$ cat src/rtl/vsc_pkg.sv
package vsc_pkg;
   typedef enum logic {
      VSC_FRAC = 1'b0,
      VSC_INTG = 1'b1
   } vsc_mode_e;

   // carries out of the phase add: 0, 1 or 2
   localparam int unsigned VSC_CARRY_W = 2;
endpackage

$ cat src/rtl/vsc_phase_acc.sv
module vsc_phase_acc #(
   parameter int unsigned FRAC_W = 16,
   localparam int unsigned FACT_W = FRAC_W + 1,
   localparam int unsigned SUM_W  = FRAC_W + 2
) (
   input  logic              clk,
   input  logic              rst_n,
   input  logic              clr,
   input  logic              step,
   input  logic [FACT_W-1:0] factor,
   output logic [1:0]        carries
);
   logic [FRAC_W-1:0] phase_q;
   logic [FRAC_W-1:0] base;
   logic [SUM_W-1:0]  sum;

   // a clear that coincides with a step applies before the add
   assign base    = clr ? '0 : phase_q;
   assign sum     = {2'b00, base} + {1'b0, factor};
   assign carries = sum[SUM_W-1:FRAC_W];

   always_ff @(posedge clk) begin
      if (!rst_n)     phase_q <= '0;
      else if (step)  phase_q <= sum[FRAC_W-1:0];
      else if (clr)   phase_q <= '0;
   end


   page_clear_chk: assert property (@(posedge clk) disable iff (!rst_n)
      clr && !step |=> phase_q == '0);


   phase_hold_chk: assert property (@(posedge clk) disable iff (!rst_n)
      !clr && !step |=> $stable(phase_q));
endmodule

$ cat src/rtl/vsc_count_sel.sv
module vsc_count_sel #(
   parameter int unsigned CNT_W   = 16,
   parameter int unsigned MIN_REP = 2,
   parameter bit          INT_EN  = 1'b1
) (
   input  vsc_pkg::vsc_mode_e mode,
   input  logic [1:0]         carries,
   input  logic [CNT_W-1:0]   rep_req,
   output logic [CNT_W-1:0]   count
);
   logic [CNT_W-1:0] frac_cnt;
   assign frac_cnt = {{(CNT_W-2){1'b0}}, carries};

   generate
      if (INT_EN) begin : g_intg
         logic [CNT_W-1:0] intg_cnt;
         assign intg_cnt = (rep_req < CNT_W'(MIN_REP)) ? CNT_W'(MIN_REP) : rep_req;
         assign count    = (mode == vsc_pkg::VSC_INTG) ? intg_cnt : frac_cnt;
      end else begin : g_frac_only
         logic unused_ok;
         assign unused_ok = ^{mode, rep_req};
         assign count     = frac_cnt;
      end
   endgenerate
endmodule

$ cat src/rtl/vsc_line_hs.sv
module vsc_line_hs #(
   parameter int unsigned CNT_W = 16
) (
   input  logic               clk,
   input  logic               rst_n,
   input  logic               line_valid,
   output logic               line_ready,
   output logic               accept,
   input  logic [CNT_W-1:0]   cnt_in,
   input  vsc_pkg::vsc_mode_e mode_in,
   output vsc_pkg::vsc_mode_e mode_q,
   output logic               rpt_valid,
   output logic [CNT_W-1:0]   rpt_count,
   input  logic               rpt_ack
);
   logic             busy_q;
   logic [CNT_W-1:0] cnt_q;

   assign line_ready = !busy_q;
   assign accept     = line_valid && !busy_q;
   assign rpt_valid  = busy_q;
   assign rpt_count  = cnt_q;

   always_ff @(posedge clk) begin
      if (!rst_n) begin
         busy_q <= 1'b0;
         cnt_q  <= '0;
         mode_q <= vsc_pkg::VSC_FRAC;
      end else if (accept) begin
         busy_q <= 1'b1;
         cnt_q  <= cnt_in;
         mode_q <= mode_in;
      end else if (busy_q && rpt_ack) begin
         busy_q <= 1'b0;
      end
   end


   accept_to_valid_chk: assert property (@(posedge clk) disable iff (!rst_n)
      line_valid && line_ready |=> rpt_valid);


   count_hold_chk: assert property (@(posedge clk) disable iff (!rst_n)
      rpt_valid && !rpt_ack |=> rpt_valid && $stable(rpt_count));


   ack_release_chk: assert property (@(posedge clk) disable iff (!rst_n)
      rpt_valid && rpt_ack |=> !rpt_valid && line_ready);
endmodule

$ cat src/rtl/vsub_scaler.sv
module vsub_scaler #(
   parameter int unsigned FRAC_W  = 16,
   parameter int unsigned CNT_W   = 16,
   parameter int unsigned MIN_REP = 2,
   parameter bit          INT_EN  = 1'b1,
   localparam int unsigned FACT_W = FRAC_W + 1
) (
   input  logic              clk,
   input  logic              rst_n,
   input  logic              page_start,
   input  logic              mode_int,
   input  logic [FACT_W-1:0] scale_frac,
   input  logic [CNT_W-1:0]  rep_int,
   input  logic              line_valid,
   output logic              line_ready,
   output logic              rpt_valid,
   output logic [CNT_W-1:0]  rpt_count,
   input  logic              rpt_ack
);
   generate
      if (FRAC_W < 1) begin : g_bad_frac
         $error("vsub_scaler: FRAC_W must be at least 1");
      end
      if (CNT_W < 3) begin : g_bad_cnt
         $error("vsub_scaler: CNT_W must be at least 3");
      end
      if (MIN_REP < 1 || MIN_REP >= (1 << CNT_W)) begin : g_bad_min
         $error("vsub_scaler: MIN_REP out of range");
      end
   endgenerate

   vsc_pkg::vsc_mode_e mode_sel;
   vsc_pkg::vsc_mode_e mode_q;
   logic               accept;
   logic               frac_step;
   logic [1:0]         carries;
   logic [CNT_W-1:0]   cnt_next;

   assign mode_sel  = (INT_EN && mode_int) ? vsc_pkg::VSC_INTG : vsc_pkg::VSC_FRAC;
   assign frac_step = accept && (mode_sel == vsc_pkg::VSC_FRAC);

   vsc_phase_acc #(.FRAC_W(FRAC_W)) u_phase (
      .clk     (clk),
      .rst_n   (rst_n),
      .clr     (page_start),
      .step    (frac_step),
      .factor  (scale_frac),
      .carries (carries)
   );

   vsc_count_sel #(.CNT_W(CNT_W), .MIN_REP(MIN_REP), .INT_EN(INT_EN)) u_sel (
      .mode    (mode_sel),
      .carries (carries),
      .rep_req (rep_int),
      .count   (cnt_next)
   );

   vsc_line_hs #(.CNT_W(CNT_W)) u_hs (
      .clk        (clk),
      .rst_n      (rst_n),
      .line_valid (line_valid),
      .line_ready (line_ready),
      .accept     (accept),
      .cnt_in     (cnt_next),
      .mode_in    (mode_sel),
      .mode_q     (mode_q),
      .rpt_valid  (rpt_valid),
      .rpt_count  (rpt_count),
      .rpt_ack    (rpt_ack)
   );


   frac_range_chk: assert property (@(posedge clk) disable iff (!rst_n)
      rpt_valid && mode_q == vsc_pkg::VSC_FRAC |-> rpt_count <= CNT_W'(2));


   intg_floor_chk: assert property (@(posedge clk) disable iff (!rst_n)
      rpt_valid && mode_q == vsc_pkg::VSC_INTG |-> rpt_count >= CNT_W'(MIN_REP));
endmodule

$ cat config.mk
export PLATFORM = sky130hd
export DESIGN_NAME = vsub_scaler
export DESIGN_NICKNAME = d
export VERILOG_FILES = /design/src/rtl/vsc_pkg.sv /design/src/rtl/vsc_phase_acc.sv /design/src/rtl/vsc_count_sel.sv /design/src/rtl/vsc_line_hs.sv /design/src/rtl/vsub_scaler.sv
export SDC_FILE = /design/constraint.sdc
export NUM_CORES = 1
export LEC_CHECK = 0
export CAP_MARGIN = 10
export CELL_PAD_IN_SITES_DETAIL_PLACEMENT = 1
export CELL_PAD_IN_SITES_GLOBAL_PLACEMENT = 2
export CORE_AREA = 5 5 84 86
export DETAILED_ROUTE_END_ITERATION = 8
export DIE_AREA = 0 0 89 91
export DONT_BUFFER_PORTS = 1
export PLACE_DENSITY = 0.8
export SYNTH_ARGS = -nofsm -noshare
export SYNTH_HDL_FRONTEND = slang
export SYNTH_SLANG_ARGS = --single-unit
$ cat constraint.sdc
create_clock -name clk -period 3.35 [get_ports clk]
set_input_delay 0.335 -clock clk [delete_from_list [all_inputs] [get_ports clk]]
set_output_delay 0.335 -clock clk [all_outputs]
set_load 0.05 [all_outputs]
# ---- Word level (Yosys, flattened, before mapping)
# Cells that the tools add are included.
dict set report classes {
  n_addsub 1
  n_lt_le_gt_ge 1
  muxes 7
  bitwise 1
  reduce_logical 5
}
# op count
set op_table {}
lappend op_table {{two-way mux 16 bit} 4}
lappend op_table {{adder 16 x 17 -> 18 bit} 1}
lappend op_table {{< comparator 16 x 2 -> 1 bit (second input constant)} 1}
lappend op_table {{logical AND 1 bit} 3}
lappend op_table {{two-way mux 1 bit} 3}
lappend op_table {{nonzero test 2 bit} 1}
lappend op_table {{zero test 1 bit} 1}
lappend op_table {{inverter 1 bit} 1}
dict set report totals {
  register_bits 33
  in_bits 39
  elab_cells 18
}

# ---- Longest topological paths before layout
dict set report logic_depth {
  word_depth 4
  depth_mapped 11
  ltp_nobuf 11
}

# ---- Hierarchy
# Synthesis repeated with hierarchy kept, for this count alone.
dict set report hier_totals {
  cells_unflattened 299
  hier_area_um2 2461.1
}
# module instances cells_each area_each_um2 seq_area_each_um2
set modules_own_cells {}
lappend modules_own_cells {vsc_phase_acc 1 194 1541.5 320.3}
lappend modules_own_cells {vsc_line_hs 1 79 735.7 360.3}
lappend modules_own_cells {vsc_count_sel 1 25 170.2 0.0}
lappend modules_own_cells {vsub_scaler 1 1 13.8 0.0}

# ---- Worst setup path before layout
# Ideal clock, no wire load.
dict set report synth_path {
  path_type {input port to flip-flop}
  start {input page_start}
  end {register u_phase.phase_q[15]}
  t_arrival_ns 2.308
  path_slack_ns 0.927
  path_stages 10
  n_path_buf 1
  path_cell_list {clkbuf_1 nor2b_1 ha_1 and3_4 and4_4 a21o_1 a41o_1 a221oi_2 mux2i_1 a31o_1}
}
dict set report synth_via {
  elab_chain_len 3
}
# element line
set synth_rtl {}
lappend synth_rtl {{start: declaration} vsub_scaler.sv:10} ;# input logic page_start,
lappend synth_rtl {{two-way mux 16 bit *} n/a}
lappend synth_rtl {{adder 16 x 17 -> 18 bit} vsc_phase_acc.sv:19} ;# assign sum = {2'b00, base} + {1'b0, factor};
lappend synth_rtl {{two-way mux 16 bit *} vsc_phase_acc.sv:24} ;# else if (step) phase_q <= sum[FRAC_W-1:0];
lappend synth_rtl {{end signal: assignment} vsc_phase_acc.sv:24}
lappend synth_rtl {{end: declaration} vsc_phase_acc.sv:13} ;# logic [FRAC_W-1:0] phase_q;
# Every way passes the cells marked *; elsewhere a longest branch is shown, timed or not.
# A chain may end at the register's enable or synchronous reset.

# ---- Worst setup path in the final report
dict set report layout_path {
  start {register u_phase.phase_q[0]}
  end {register u_phase.phase_q[14]}
}
dict set report layout_via {
  elab_chain_len 3
}
# element line
set layout_rtl {}
lappend layout_rtl {{two-way mux 16 bit} n/a}
lappend layout_rtl {{adder 16 x 17 -> 18 bit} vsc_phase_acc.sv:19}
lappend layout_rtl {{two-way mux 16 bit} vsc_phase_acc.sv:24}
# No other way between the ends.

==> results.sh <==
export IMPL_drc=0
export IMPL_power_density_mw_per_mm2=389.6
export IMPL_rsz0062_at_grt="no"
export IMPL_rrSetupSlack_ps=890
export IMPL_rows=29
export IMPL_start_kind="register"
export IMPL_pre_cts_ws_ps=868.7
export IMPL_synth_area_leader_cell="dfxtp_1"
export IMPL_yosysSeqAreaShare=0.3122
export IMPL_syn_nets=324
export IMPL_leakagePower_nw=0.8892
export IMPL_yosysTopAreaCellShare=0.3122
export IMPL_hold_buffers=0
export IMPL_wire_per_inst_um=17.22
export IMPL_cp_required_ps=3570
export IMPL_slew_headroom=0.5326
export IMPL_critPathMaxFanout=4
export IMPL_h_tree_depth=2
export IMPL_placed_cell_area_sq_mm=0.002188
export IMPL_grt_pass1_wl_mm=9.446
export IMPL_grt_pass1_vias=1972
export IMPL_grt_use_total=0.1450
export IMPL_cts_tree="built"
export IMPL_critPathKind="reg -> reg"
export IMPL_hold_viol_final=0
export IMPL_port_buffers=0
export IMPL_slowest_delay_ps=410
export IMPL_finalCriticalPeriod_ps=2455
export IMPL_drive_above_1_share=0.07116
export IMPL_chipHeight_um=91
export IMPL_cts_resized_gates=0
export IMPL_cp_slowest_cell="a311oi_1"
export IMPL_firstDrtPassIters=4
export IMPL_cp_cell_sequence="nor2b_1, ha_1, inv_1, fa_1, nand2b_1, a21oi_1, a211oi_2, o21bai_1, a311oi_1, nand4_1, o211ai_1"
export IMPL_wirelength_mm=5.923
export IMPL_fmax_ghz=0.4073
export IMPL_cp_end_kind="register"
export IMPL_finalPower_uw=886.2
export IMPL_syn_inst=268
export IMPL_antenna_cells=0
export IMPL_arrival_ps=2670
export IMPL_fill_cells=778
export IMPL_max_slew_worst_pin_slew_ps=698.5
export IMPL_synth_avg_cell_area_sq_um=7.895
export IMPL_cp_num_buf_inv=1
export IMPL_start_util=0.3410
export IMPL_critPathTopFamily="compound AO/OA/AOI/OAI gates"
export IMPL_maxCapViolCount=0
export IMPL_ios=57
export IMPL_gp_congestion=0.8009
export IMPL_syn_to_final_growth_pct=7.510
export IMPL_ant_nets=0
export IMPL_layout_commonest_cell="a21oi_1"
export IMPL_post_synth_num_cell_types=45
export IMPL_synth_top_flop_cell="dfxtp_1"
export IMPL_grt_max_degree=33
export IMPL_irDropWorstVdd_v=0.0001795
export IMPL_yosysWarnings=0
export IMPL_clkTransAtPathRegs_ps=80
export IMPL_fin_nets=322
export IMPL_final_util=0.3666
export IMPL_synth_seq_cells=33
export IMPL_setup_ws_ps=894.9
export IMPL_min_path_type="in -> reg"
export IMPL_clock_root_buffer="clkbuf_8"
export IMPL_clkLatencyLatePin_ps=290
export IMPL_fin_crit_sh=0.7329
export IMPL_maxSlewViolCount=0
export IMPL_layout_area_seq_sq_um=660.6
export IMPL_overflow=0
export IMPL_first_iter_violations=44
export IMPL_setup_violations_final=0
export IMPL_clock_skew_final_ps=10.45
export IMPL_die_area_sq_mm=0.008099
export IMPL_cts_made_buffers=5
export IMPL_status="complete, no violations"
export IMPL_die_x_um=89
export IMPL_tns_ps=0
export IMPL_routed_via_density=5.549
export IMPL_antenna_found_initial=0
export IMPL_num_vias=1909
export IMPL_async_flop_share=0
export IMPL_postCtsSetupBuffers=0
export IMPL_most_common_layout_cells="a21oi_1 (37), dfxtp_1 (33), nand2_1 (29)"
export IMPL_cts_sinks=33
export IMPL_dp_hpwl_mm=4.523
export IMPL_yosys_top_cells_area="dfxtp_1 (31%), ha_1 (9.5%), a21oi_1 (8.8%)"
export IMPL_synth_edf_count=0
export IMPL_multiInputGateArea_sq_mm=0.001379
export IMPL_cts_buffer_depth=2
export IMPL_coreArea_sq_mm=0.006205
export IMPL_syn_area_sq_mm=0.002116
export IMPL_fin_area_sq_mm=0.002275
[layout make-up]
| type | instances | share of cell area |
|---|---|---|
| sequential | 33 | 0.2904 |
| clock buffer | 5 | 0.03025 |
| clock inverter | 3 | 0.007701 |
| multi-input combinational | 216 | 0.6062 |
| tap | 77 | 0.04235 |
| inverter | 6 | 0.009901 |
| timing repair buffer | 4 | 0.01320 |
[registers in the layout, indices dropped and copies added, names as in the netlist]
name,cells
u_hs.rpt_count,16
u_phase.phase_q,16
u_hs.rpt_valid,1
[synth_stat cells (all sizes together) (3+ instances only)]
master,number
a21oi,37
dfxtp,33
nand2,29
nand3,20
nor2,20
nor2b,20
ha,16
clkbuf,10
o21ai,10
inv,6
mux2i,6
xor2,6
a21o,5
nand2b,4
o211ai,4
xnor2,4
a311oi,3
a31oi,3
and3,3
buf,3
nor4,3
or3,3
[power breakdown]
part	internal, mW	switching, mW
logic	0.0512	0.0804
clock network	0.144	0.158
registers	0.409	0.0439
total	0.604	0.282
[metrics by stage]
stage               hold WS [ps]  std cells
floorplan                  434.0        268
global placement           440.1        336
detailed placement         442.1        336
CTS                        136.3        344
global route               138.3        344
finish                     137.7        344
[path summary, 6_finish.rpt]
kind / startpoint / to / depth (start not counted)
worst max-delay path: u_phase.phase_q[0] / u_phase.phase_q[14] / 11
worst min-delay path: rpt_ack / u_hs.rpt_valid / 1
worst max register to register: u_phase.phase_q[0] / u_phase.phase_q[14] / 11
worst min register to register: u_phase.phase_q[2] / u_phase.phase_q[2] / 3
[logic make-up after synthesis]
logic type               Yosys count  share of synthesized area
buffers and inverters             19                    0.03607
multiplexers                       6                    0.02839
adder cells (fa/ha/maj)           17                     0.1041
XOR/XNOR                          10                    0.04139
AND/OR/NAND/NOR                  111                     0.2655
AO/OA/AOI/OAI                     72                     0.2123
flip-flops                        33                     0.3122
[worst reg2reg max path, stage by stage (launching register included)]
cell      delay [ps]
dfxtp_1          300
nor2b_1          140
ha_1             200
inv_1             70
fa_1             180
nand2b_1         160
a21oi_1           90
a211oi_2         390
o21bai_1         180
a311oi_1         420
nand4_1          140
o211ai_1         120
[routing by layer]
metal / global-route usage / share of wire / routed length, um
met1: 0.1808 / 0.43 / 2574
met2: 0.2444 / 0.47 / 2790
met5: 0 / 0 / 0
met3: 0.03258 / 0.076 / 451
met4: 0.04715 / 0.018 / 106
Note: power is estimated with default switching activity, not from simulation.
